### src/rtl/irq_pkg.sv
package irq_pkg;
  localparam int unsigned NUM_SRC  = 6;
  localparam int unsigned IDX_W    = $clog2(NUM_SRC);
  localparam int unsigned VEC_W    = 8;
  localparam int unsigned VEC_BASE = 3;
  localparam int unsigned VEC_STEP = 8;
  localparam int unsigned REG_W    = 8;

  typedef enum logic {
    LVL_LO = 1'b0,
    LVL_HI = 1'b1
  } lvl_e;

  typedef struct packed {
    logic             valid;
    lvl_e             lvl;
    logic [IDX_W-1:0] idx;
  } pick_t;
endpackage

### src/rtl/irq_cfg_regs.sv
module irq_cfg_regs
  import irq_pkg::*;
(
  input  logic             clk,
  input  logic             rst_n,
  input  logic             cfg_we,
  input  logic             cfg_sel,
  input  logic [REG_W-1:0] cfg_wdata,
  output logic [REG_W-1:0] en_q,
  output logic [REG_W-1:0] pri_q
);
  localparam logic [REG_W-1:0] EN_MASK  = 8'hBF;
  localparam logic [REG_W-1:0] PRI_MASK = 8'h3F;

  logic [REG_W-1:0] en_d, pri_d;
  logic             en_ld, pri_ld;

  always_comb begin
    en_ld  = cfg_we && !cfg_sel;
    pri_ld = cfg_we &&  cfg_sel;
    en_d   = cfg_wdata & EN_MASK;
    pri_d  = cfg_wdata & PRI_MASK;
  end

  always_ff @(posedge clk or negedge rst_n) begin
    if (!rst_n) begin
      en_q  <= '0;
      pri_q <= '0;
    end else begin
      if (en_ld)  en_q  <= en_d;
      if (pri_ld) pri_q <= pri_d;
    end
  end

  AST_RSV_EN_ZERO: assert property (@(posedge clk) disable iff (!rst_n)
    en_ld |=> (en_q[6] == 1'b0));
endmodule

### src/rtl/irq_arbiter.sv
module irq_arbiter
  import irq_pkg::*;
(
  input  logic               clk,
  input  logic               rst_n,
  input  logic [NUM_SRC-1:0] src_req,
  input  logic [NUM_SRC-1:0] src_en,
  input  logic               glb_en,
  input  logic [NUM_SRC-1:0] src_pri,
  input  logic [1:0]         in_svc,
  input  logic [1:0]         edge_mode,
  input  logic               ack_fire,
  output logic               irq_req,
  output lvl_e               sel_lvl,
  output logic [VEC_W-1:0]   irq_vec,
  output logic [NUM_SRC-1:0] flag_clr
);
  localparam logic [NUM_SRC-1:0] TMR_CLR = 6'b001010;

  logic [NUM_SRC-1:0] elig, hi_set, lo_set, clr_mask;
  pick_t              hi_pick, lo_pick, win;

  function automatic pick_t first_of(input logic [NUM_SRC-1:0] v, input lvl_e l);
    pick_t p;
    p.valid = 1'b0;
    p.lvl   = l;
    p.idx   = '0;
    for (int i = NUM_SRC - 1; i >= 0; i--) begin
      if (v[i]) begin
        p.valid = 1'b1;
        p.idx   = IDX_W'(i);
      end
    end
    return p;
  endfunction

  always_comb begin
    elig    = src_req & src_en & {NUM_SRC{glb_en}};
    hi_set  = elig & src_pri;
    lo_set  = elig & ~src_pri;
    hi_pick = first_of(hi_set, LVL_HI);
    lo_pick = first_of(lo_set, LVL_LO);
    win     = '0;
    if (hi_pick.valid && !in_svc[1])
      win = hi_pick;
    else if (!hi_pick.valid && lo_pick.valid && in_svc == 2'b00)
      win = lo_pick;
    irq_req = win.valid;
    sel_lvl = win.lvl;
    irq_vec = VEC_W'(VEC_BASE) + VEC_W'(VEC_STEP) * VEC_W'(win.idx);
  end

  always_comb begin
    clr_mask    = TMR_CLR;
    clr_mask[0] = edge_mode[0];
    clr_mask[2] = edge_mode[1];
  end

  for (genvar g = 0; g < NUM_SRC; g++) begin : g_clr
    assign flag_clr[g] = ack_fire && (win.idx == IDX_W'(g)) && clr_mask[g];
  end

  AST_HI_ADMIT: assert property (@(posedge clk) disable iff (!rst_n)
    (irq_req && sel_lvl == LVL_HI) |-> !in_svc[1]);
  AST_LO_ADMIT: assert property (@(posedge clk) disable iff (!rst_n)
    (irq_req && sel_lvl == LVL_LO) |-> (in_svc == 2'b00));
  AST_GLOBAL_GATE: assert property (@(posedge clk) disable iff (!rst_n)
    !glb_en |-> !irq_req);
  AST_CLR_ONEHOT: assert property (@(posedge clk) disable iff (!rst_n)
    $onehot0(flag_clr));
  AST_CLR_NO_SERIAL: assert property (@(posedge clk) disable iff (!rst_n)
    (flag_clr[4] == 1'b0) && (flag_clr[5] == 1'b0));
endmodule

### src/rtl/irq_inservice.sv
module irq_inservice
  import irq_pkg::*;
(
  input  logic       clk,
  input  logic       rst_n,
  input  logic       ack_fire,
  input  lvl_e       ack_lvl,
  input  logic       reti,
  output logic [1:0] svc_q
);
  logic [1:0] svc_d;
  logic       svc_ld;

  always_comb begin
    svc_d  = svc_q;
    svc_ld = ack_fire || reti;
    if (reti) begin
      if (svc_q[1]) svc_d[1] = 1'b0;
      else          svc_d[0] = 1'b0;
    end else if (ack_fire) begin
      svc_d[ack_lvl] = 1'b1;
    end
  end

  always_ff @(posedge clk or negedge rst_n) begin
    if (!rst_n)      svc_q <= '0;
    else if (svc_ld) svc_q <= svc_d;
  end

  AST_ACK_MARKS_HI: assert property (@(posedge clk) disable iff (!rst_n)
    (ack_fire && ack_lvl == LVL_HI) |=> svc_q[1]);
  AST_ACK_MARKS_LO: assert property (@(posedge clk) disable iff (!rst_n)
    (ack_fire && ack_lvl == LVL_LO) |=> svc_q[0]);
  AST_RETI_POP_HI: assert property (@(posedge clk) disable iff (!rst_n)
    (reti && svc_q[1]) |=> (!svc_q[1] && svc_q[0] == $past(svc_q[0])));
  AST_IDLE_HOLD: assert property (@(posedge clk) disable iff (!rst_n)
    (!ack_fire && !reti) |=> $stable(svc_q));
endmodule

### src/rtl/irq_prio_ctrl.sv
module irq_prio_ctrl
  import irq_pkg::*;
(
  input  logic       clk,
  input  logic       rst_n,
  input  logic       cfg_we,
  input  logic       cfg_sel,
  input  logic [7:0] cfg_wdata,
  output logic [7:0] en_rd,
  output logic [7:0] pri_rd,
  input  logic [5:0] src_req,
  input  logic [1:0] edge_mode,
  output logic       irq_req,
  output logic [7:0] irq_vec,
  input  logic       irq_ack,
  input  logic       irq_reti,
  output logic [5:0] flag_clr,
  output logic [1:0] in_svc
);
  logic [REG_W-1:0] en_q, pri_q;
  logic             ack_fire;
  lvl_e             sel_lvl;

  irq_cfg_regs u_regs (
    .clk       (clk),
    .rst_n     (rst_n),
    .cfg_we    (cfg_we),
    .cfg_sel   (cfg_sel),
    .cfg_wdata (cfg_wdata),
    .en_q      (en_q),
    .pri_q     (pri_q)
  );

  assign ack_fire = irq_ack && irq_req && !irq_reti;

  irq_arbiter u_arb (
    .clk       (clk),
    .rst_n     (rst_n),
    .src_req   (src_req),
    .src_en    (en_q[NUM_SRC-1:0]),
    .glb_en    (en_q[REG_W-1]),
    .src_pri   (pri_q[NUM_SRC-1:0]),
    .in_svc    (in_svc),
    .edge_mode (edge_mode),
    .ack_fire  (ack_fire),
    .irq_req   (irq_req),
    .sel_lvl   (sel_lvl),
    .irq_vec   (irq_vec),
    .flag_clr  (flag_clr)
  );

  irq_inservice u_svc (
    .clk      (clk),
    .rst_n    (rst_n),
    .ack_fire (ack_fire),
    .ack_lvl  (sel_lvl),
    .reti     (irq_reti),
    .svc_q    (in_svc)
  );

  assign en_rd  = en_q;
  assign pri_rd = pri_q;

  AST_CLR_NEEDS_ACK: assert property (@(posedge clk) disable iff (!rst_n)
    (|flag_clr) |-> (irq_ack && !irq_reti));
endmodule

### config.mk
export PLATFORM = sky130hd
export DESIGN_NAME = irq_prio_ctrl
export DESIGN_NICKNAME = d
export VERILOG_FILES = /design/src/rtl/irq_pkg.sv /design/src/rtl/irq_cfg_regs.sv /design/src/rtl/irq_arbiter.sv /design/src/rtl/irq_inservice.sv /design/src/rtl/irq_prio_ctrl.sv
export SDC_FILE = /design/constraint.sdc
export NUM_CORES = 1
export LEC_CHECK = 0
export BUFFER_PORTS_ARGS = -buffer_cell sky130_fd_sc_hd__buf_4
export CAP_MARGIN = 20
export CORE_ASPECT_RATIO = 0.6
export CORE_MARGIN = 5
export CORE_UTILIZATION = 48
export DETAILED_ROUTE_END_ITERATION = 10
export PLACE_DENSITY = 0.85
export SYNTH_ARGS = -nofsm -noshare
export SYNTH_HDL_FRONTEND = slang
export SYNTH_SLANG_ARGS = --single-unit
### constraint.sdc
create_clock -name clk -period 3.2 [get_ports clk]
set_input_delay 0.32 -clock clk [delete_from_list [all_inputs] [get_ports clk]]
set_output_delay 0.32 -clock clk [all_outputs]
set_load 0.1 [all_outputs]
# Yosys cells after proc, flatten, opt, wreduce, memory -nomap -nowiden
# Cells that the tools add are included.
[totals] wordCells=72 output_inout_bits=33 in_bits=22 regBits=15
[classes] eq_ne=4 bitwise_logic=6 add_sub_neg=1 magnitude_cmp=2 reduce_logical=24 muxes=31
[ops] op="3-bit 2-to-1 mux" n=12
[ops] op="6-bit AND" n=4
[ops] op="1-bit logical AND" n=14
[ops] op="1-bit 2-to-1 mux" n=14
[ops] op="5-bit 2-to-1 mux" n=2
[ops] op="2-bit by 6-bit adder with 7-bit output (first input constant)" n=1
[ops] op="3-bit by 2-bit == test with 1-bit output (second input constant)" n=2
[ops] op="6-bit NOT" n=1
[ops] op="1-bit logical NOT" n=4
[ops] op="2-bit 2-to-1 mux" n=2
[ops] op="3-bit by 1-bit == test with 1-bit output (second input constant)" n=1
[ops] op="3-bit logical NOT" n=1
[ops] op="3-bit AND reduction" n=1
[ops] op="2-bit logical NOT" n=1
[ops] op="1-bit by 2-bit < comparator with 1-bit output (second input constant)" n=1
[ops] op="2-bit inequality test (second input constant)" n=1
[ops] op="2-bit bitwise OR" n=1
[ops] op="2-bit AND reduction" n=1
[ops] op="2-bit nonzero test" n=1
[ops] op="1-bit demux with 1-bit select" n=1
[ops] op="1-bit greater-or-equal comparator (second input constant)" n=1
[ops] op="1-bit logical OR" n=1

# Depth between registers and ports, before layout
[depth] word_depth=21 depth_mapped=6 mapped_depth_nobuf=5

# Cells and area by module
# A second synthesis with hierarchy kept.
[unflattened] hier_cells=102 area_unflattened_um2=1097.3
[modules_own_cells] mod="irq_cfg_regs" area_each_um2=555.5 seq_area_each_um2=325.3 cells_per_inst=33 n_inst=1
[modules_own_cells] mod="irq_arbiter" area_each_um2=449.2 seq_area_each_um2=0.0 cells_per_inst=61 n_inst=1
[modules_own_cells] mod="irq_inservice" area_each_um2=83.8 seq_area_each_um2=50.0 cells_per_inst=7 n_inst=1
[modules_own_cells] mod="irq_prio_ctrl" area_each_um2=8.8 seq_area_each_um2=0.0 cells_per_inst=1 n_inst=1

# Worst setup path before layout
# OpenSTA, ideal clock, no wires.
[synth_timing] path_kind="register to output" startpoint="register u_regs.pri_q[1]" endpoint="output flag_clr[0]" slack_ps=-2213 n_path_buf=0 t_arrival_ps=5093 path_stages_with_launch=6 t_required_ps=2880 path_cell_list="dfrtp_1 > and4b_2 > nor4_2 > a21o_1 > o32ai_4 > nor4_1"
[synth_via] elab_chain_cells=12 word_cells_on_any_way=22 cone_classes="mux: 10; bitwise: 3; reduce/logical: 9"
[synth_lines] element="start, declared" line="irq_cfg_regs.sv:10" rtl="output logic [REG_W-1:0] pri_q"
[synth_lines] element="start signal, assigned" line="irq_cfg_regs.sv:31" rtl="if (pri_ld) pri_q <= pri_d;"
[synth_lines] element="6-bit AND / 6-bit NOT (equally long branches)" line="irq_arbiter.sv:39, irq_arbiter.sv:40"
[synth_lines] element="1-bit 2-to-1 mux / 6-bit AND (equally long branches)" line="irq_arbiter.sv:29, irq_arbiter.sv:40"
[synth_lines] element="1-bit 2-to-1 mux" line="irq_arbiter.sv:29" rtl="if (v[i]) begin"
[synth_lines] element="1-bit logical NOT / 1-bit 2-to-1 mux (equally long branches)" line="irq_arbiter.sv:46, irq_arbiter.sv:29"
[synth_lines] element="1-bit logical AND (2 in a row)" line="irq_arbiter.sv:46" rtl="else if (!hi_pick.valid && lo_pick.valid && in_svc == 2'b00)"
[synth_lines] element="5-bit 2-to-1 mux" line="irq_arbiter.sv:46"
[synth_lines] element="5-bit 2-to-1 mux *" line="irq_arbiter.sv:44" rtl="if (hi_pick.valid && !in_svc[1])"
[synth_lines] element="1-bit logical AND (2 in a row)" line="irq_prio_ctrl.sv:34" rtl="assign ack_fire = irq_ack && irq_req && !irq_reti;"
[synth_lines] element="1-bit logical AND * (2 in a row)" line="irq_arbiter.sv:60" rtl="assign flag_clr[g] = ack_fire && (win.idx == IDX_W'(g)) && clr_mask[g];"
[synth_lines] element="end, declared" line="irq_prio_ctrl.sv:17" rtl="output logic [5:0] flag_clr,"
# Mark *: on every way between the ends. The rest lies on a longest branch, timed or not.

# Worst setup path in the final report
[layout_timing] startpoint="register u_regs.en_q[7]" endpoint="output flag_clr[3]"
[layout_via] elab_chain_cells=16 word_cells_on_any_way=37 cone_classes="eq/ne: 1; mux: 26; bitwise: 3; reduce/logical: 7"
[layout_lines] element="start, declared" line="irq_cfg_regs.sv:9" rtl="output logic [REG_W-1:0] en_q,"
[layout_lines] element="start signal, assigned" line="irq_cfg_regs.sv:30" rtl="if (en_ld) en_q <= en_d;"
[layout_lines] element="6-bit AND *" line="irq_arbiter.sv:38" rtl="elig = src_req & src_en & {NUM_SRC{glb_en}};"
[layout_lines] element="6-bit AND" line="irq_arbiter.sv:39" rtl="hi_set = elig & src_pri;"
[layout_lines] element="1-bit 2-to-1 mux (6 in a row)" line="irq_arbiter.sv:29"
[layout_lines] element="1-bit logical NOT" line="irq_arbiter.sv:46"
[layout_lines] element="1-bit logical AND (2 in a row)" line="irq_arbiter.sv:46"
[layout_lines] element="5-bit 2-to-1 mux" line="irq_arbiter.sv:46"
[layout_lines] element="5-bit 2-to-1 mux *" line="irq_arbiter.sv:44"
[layout_lines] element="branches (longest 2 deep; another with 3-bit by 2-bit == test with 1-bit output)"
[layout_lines] element="1-bit logical AND *" line="irq_arbiter.sv:60"
# Mark *: on every way between the ends.

==> impl_metrics.ini <==
[outcome]
run_status = finished clean

[timing]
final_min_period_over_clock_period_pct = 92.1
max_clock_freq_mhz = 339
clock-skew-final_ns = 0.00880
max-slew-margin-rel_pct = 47.1
unrepaired_setup_endpoints_after_global_routing = false
slew_viol_final = 0
setup_viol_count_final = 0
finalHoldViolations = 0
timing_worst_slew_pin_value_ns = 0.789
final_period_minus_worst_setup_slack_ns = 2.95

[route]
route.antenna.remaining_nets = 0
detail_route.wirelength_mm = 2.89
drcViolationCount = 0
num_vias = 1015
drt-vias-per-instance = 5.64
drt_first_iter_violations = 56
first_pass_iters = 4
avgRoutedWirePerCell_um = 16.1

[place]
number_of_cells_after_detailed_placement = 173
placed_area_um2 = 1460
placement.io_buffers = 43
routability_congestion = 0.865
detailed_place_hpwl_mm = 2.28

[worst_setup_path]
end_kind = output port
arrival_ns = 2.63
rrSetupSlack_ns = 1.57
regToRegStartpoint = u_regs.en_q[7]
setup.worst_path.start_class = register
timing_worst_setup_path_type = register to output port
worst_r2r_endpoint = u_svc.svc_q[0]
crit_required_ns = 2.88
worst-path-max-fanout = 18
reg2reg_depth = 5

[clock_tree]
cts-root-buf = sky130_fd_sc_hd__clkbuf_4
clock_transition_at_the_register_clock_pins_on_the_worst_setup_and_hold_paths_after_cts_ns = 0.10
cts_num_sinks = 15
clock_tree.buffer_depth = 2
cts_max_level = 1
tritoncts_clock_tree = yes
cts-buffers-inserted = 3
clock_insertion_delay_worst_skew_ns = 0.29

[global_route]
largest_net_degree_at_the_start_of_global_routing = 19
antenna_violations_before_repair = 0
grt_overflow_total = 0
gr-usage-all-layers_pct = 18.3
first_pass_grt_wire_length_mm = 4.53
grt_pass1_vias = 971

[layout]
diodes = 0
syn_to_final_growth_pct = 44.6
combined_area_of_the_multi_input_logic_cells_um2 = 652
area.sequential_um2 = 418
final_nets = 173
final_core_util_pct = 71.4
layout.cell_area.non_filler_um2 = 1510
post_route_cells_drive_above_1_share_pct = 60.7
fin_cells = 180
fillers = 168

[hold_path]
timing.hold.worst_path_depth = 2
hold_path_end = u_svc.svc_q[1]
worst_hold_startpoint = irq_reti
hold_class = input port to register

[synth]
synth_area_um2 = 1040
synth_seq_cells = 15
avgSynthCellArea_um2 = 10.0
synth.distinct_cells = 36
number_of_synthesized_flops_with_an_enable_pin = 0
synthesis.yosys.warnings = 0
ys_async_sr_fraction_pct = 100
synth_flop_cell = sky130_fd_sc_hd__dfrtp_1
seq_total_area_yosys_pct = 36.0
syn-instance-count = 104

[pwr]
power_leakage_nw = 0.699
worst_ir_drop_vdd_mv = 0.449
power_frac_seq_pct = 26.3
switching_share_pct = 58.0
comb_power_share_pct = 63.2
total_power_mw = 1.05
power.density_cell_area_nw_per_um2 = 697
power.share.clock_pct = 10.5
internal_dissipation_uw = 442
switching_power_uw = 610

[floorplan]
boundaryPins = 55
floorplan.core_area_um2 = 2110
design.die.area_um2 = 3240
initial_core_utilization_pct = 49.3
fp.dieH_um = 46.1
floorplan.die.width_um = 70.2
floorplan.rows = 13

[run]
max_cap_violations = 0
[cells by family (layout without fill, tap and decap cells)]
logic type | Yosys count | in the layout | synth area share [%]
simple gates | 38 | 38 | 25.2
compound gates | 18 | 18 | 13.0
buf+inv | 18 | 56 | 11.2
flops | 15 | 15 | 36.0
mux | 13 | 13 | 14.0
other cells | 2 | 10 | 0.720
[cells in the final DEF (no fill, tap or decap), types with 3 or more instances in the layout]
cell,synthesis,routed
sky130_fd_sc_hd__nand4_1,6,6
sky130_fd_sc_hd__nor4_4,0,3
sky130_fd_sc_hd__mux2_2,13,13
sky130_fd_sc_hd__and4b_2,3,3
sky130_fd_sc_hd__nand2_1,5,5
sky130_fd_sc_hd__dfrtp_2,0,4
sky130_fd_sc_hd__nor2_1,3,3
sky130_fd_sc_hd__inv_1,5,5
sky130_fd_sc_hd__buf_4,11,46
sky130_fd_sc_hd__conb_1,2,10
sky130_fd_sc_hd__dfrtp_4,0,10
sky130_fd_sc_hd__clkbuf_4,0,3
sky130_fd_sc_hd__a21oi_1,6,6
[layout make-up]
cell class	count	share of cell area [%]
Multi-Input combinational cell	79	43.2
Sequential cell	15	27.7
Timing Repair Buffer	47	23.5
Tap cell	30	2.49
Clock buffer	3	1.49
Inverter	5	1.24
Clock inverter	1	0.332
[critical path, stage by stage, from the launching register on]
cell	delay, ns
sky130_fd_sc_hd__dfrtp_2	0.54
sky130_fd_sc_hd__nand4_1	0.21
sky130_fd_sc_hd__nand2_1	0.16
sky130_fd_sc_hd__or4_4	0.52
sky130_fd_sc_hd__o32ai_4	0.35
sky130_fd_sc_hd__nor3b_4	0.23
sky130_fd_sc_hd__buf_4	0.31
[metrics by stage]
step                hold WS, ns  setup slack [ns]  setup TNS [ns]
floorplan                0.0244            -0.540           -1.20
global placement          0.181             0.456               0
detailed placement        0.185             0.384               0
CTS                       0.181           0.00433               0
global route              0.185             0.112               0
finish                    0.185             0.254               0
[registers in the layout, summed over array words and instances (netlist names)]
register,cells
u_regs.en_q,7
u_svc.svc_q,2
u_regs.pri_q,6
[synth_stat cells (3+ instances only)]
master / number / area [um^2]
sky130_fd_sc_hd__and4b_2: 3 / 33.8
sky130_fd_sc_hd__inv_1: 5 / 18.8
sky130_fd_sc_hd__a21oi_1: 6 / 30.0
sky130_fd_sc_hd__dfrtp_1: 15 / 375
sky130_fd_sc_hd__nand4_1: 6 / 37.5
sky130_fd_sc_hd__mux2_2: 13 / 146
sky130_fd_sc_hd__buf_4: 11 / 82.6
sky130_fd_sc_hd__nand2_1: 5 / 18.8
sky130_fd_sc_hd__nor2_1: 3 / 11.3
[power groups by stage]
| stage | logic (mW) | registers (mW) | clock network (mW) |
|---|---|---|---|
| after floorplan | 0.345 | 0.464 | 0 |
| after global placement | 0.644 | 0.275 | 0 |
| after detailed placement | 0.653 | 0.279 | 0 |
| after CTS | 0.656 | 0.275 | 0.114 |
| after global routing | 0.688 | 0.283 | 0.120 |
| final | 0.665 | 0.277 | 0.110 |
[repair_timing]
| action | CTS | global route |
|---|---|---|
| buffers inserted | 0 | 2 |
| hold buffers | 1 | 0 |
| endpoints found under the setup margin | 0 | 3 |
| hold endpoints to repair | 15 | 0 |
| gates resized for setup | 0 | 1 |
[worst max-delay path by stage]
| stage | startpoint | slack [ns] | endpoint | cells after the start |
|---|---|---|---|---|
| detailed placement | u_regs.en_q[7] | 0.38 | flag_clr[3] | 6 |
| global route | u_regs.en_q[7] | 0.11 | flag_clr[3] | 6 |
| finish | u_regs.en_q[7] | 0.25 | flag_clr[3] | 6 |
| CTS | u_regs.en_q[7] | 0.004 | flag_clr[1] | 6 |
| floorplan | u_regs.en_q[4] | -0.54 | flag_clr[1] | 5 |
| global placement | u_regs.en_q[7] | 0.46 | flag_clr[3] | 6 |
[layer usage]
metal | global-route usage (%) | share of wire (%) | vias up
li1 | - | - | 468
met1 | 21.6 | 39 | 481
met2 | 32.6 | 49 | 59
met3 | 6.75 | 11 | 7
met4 | 4.20 | 0.73 | 0
met5 | 0 | 0 | -
Power figures use the tool's default switching activity.
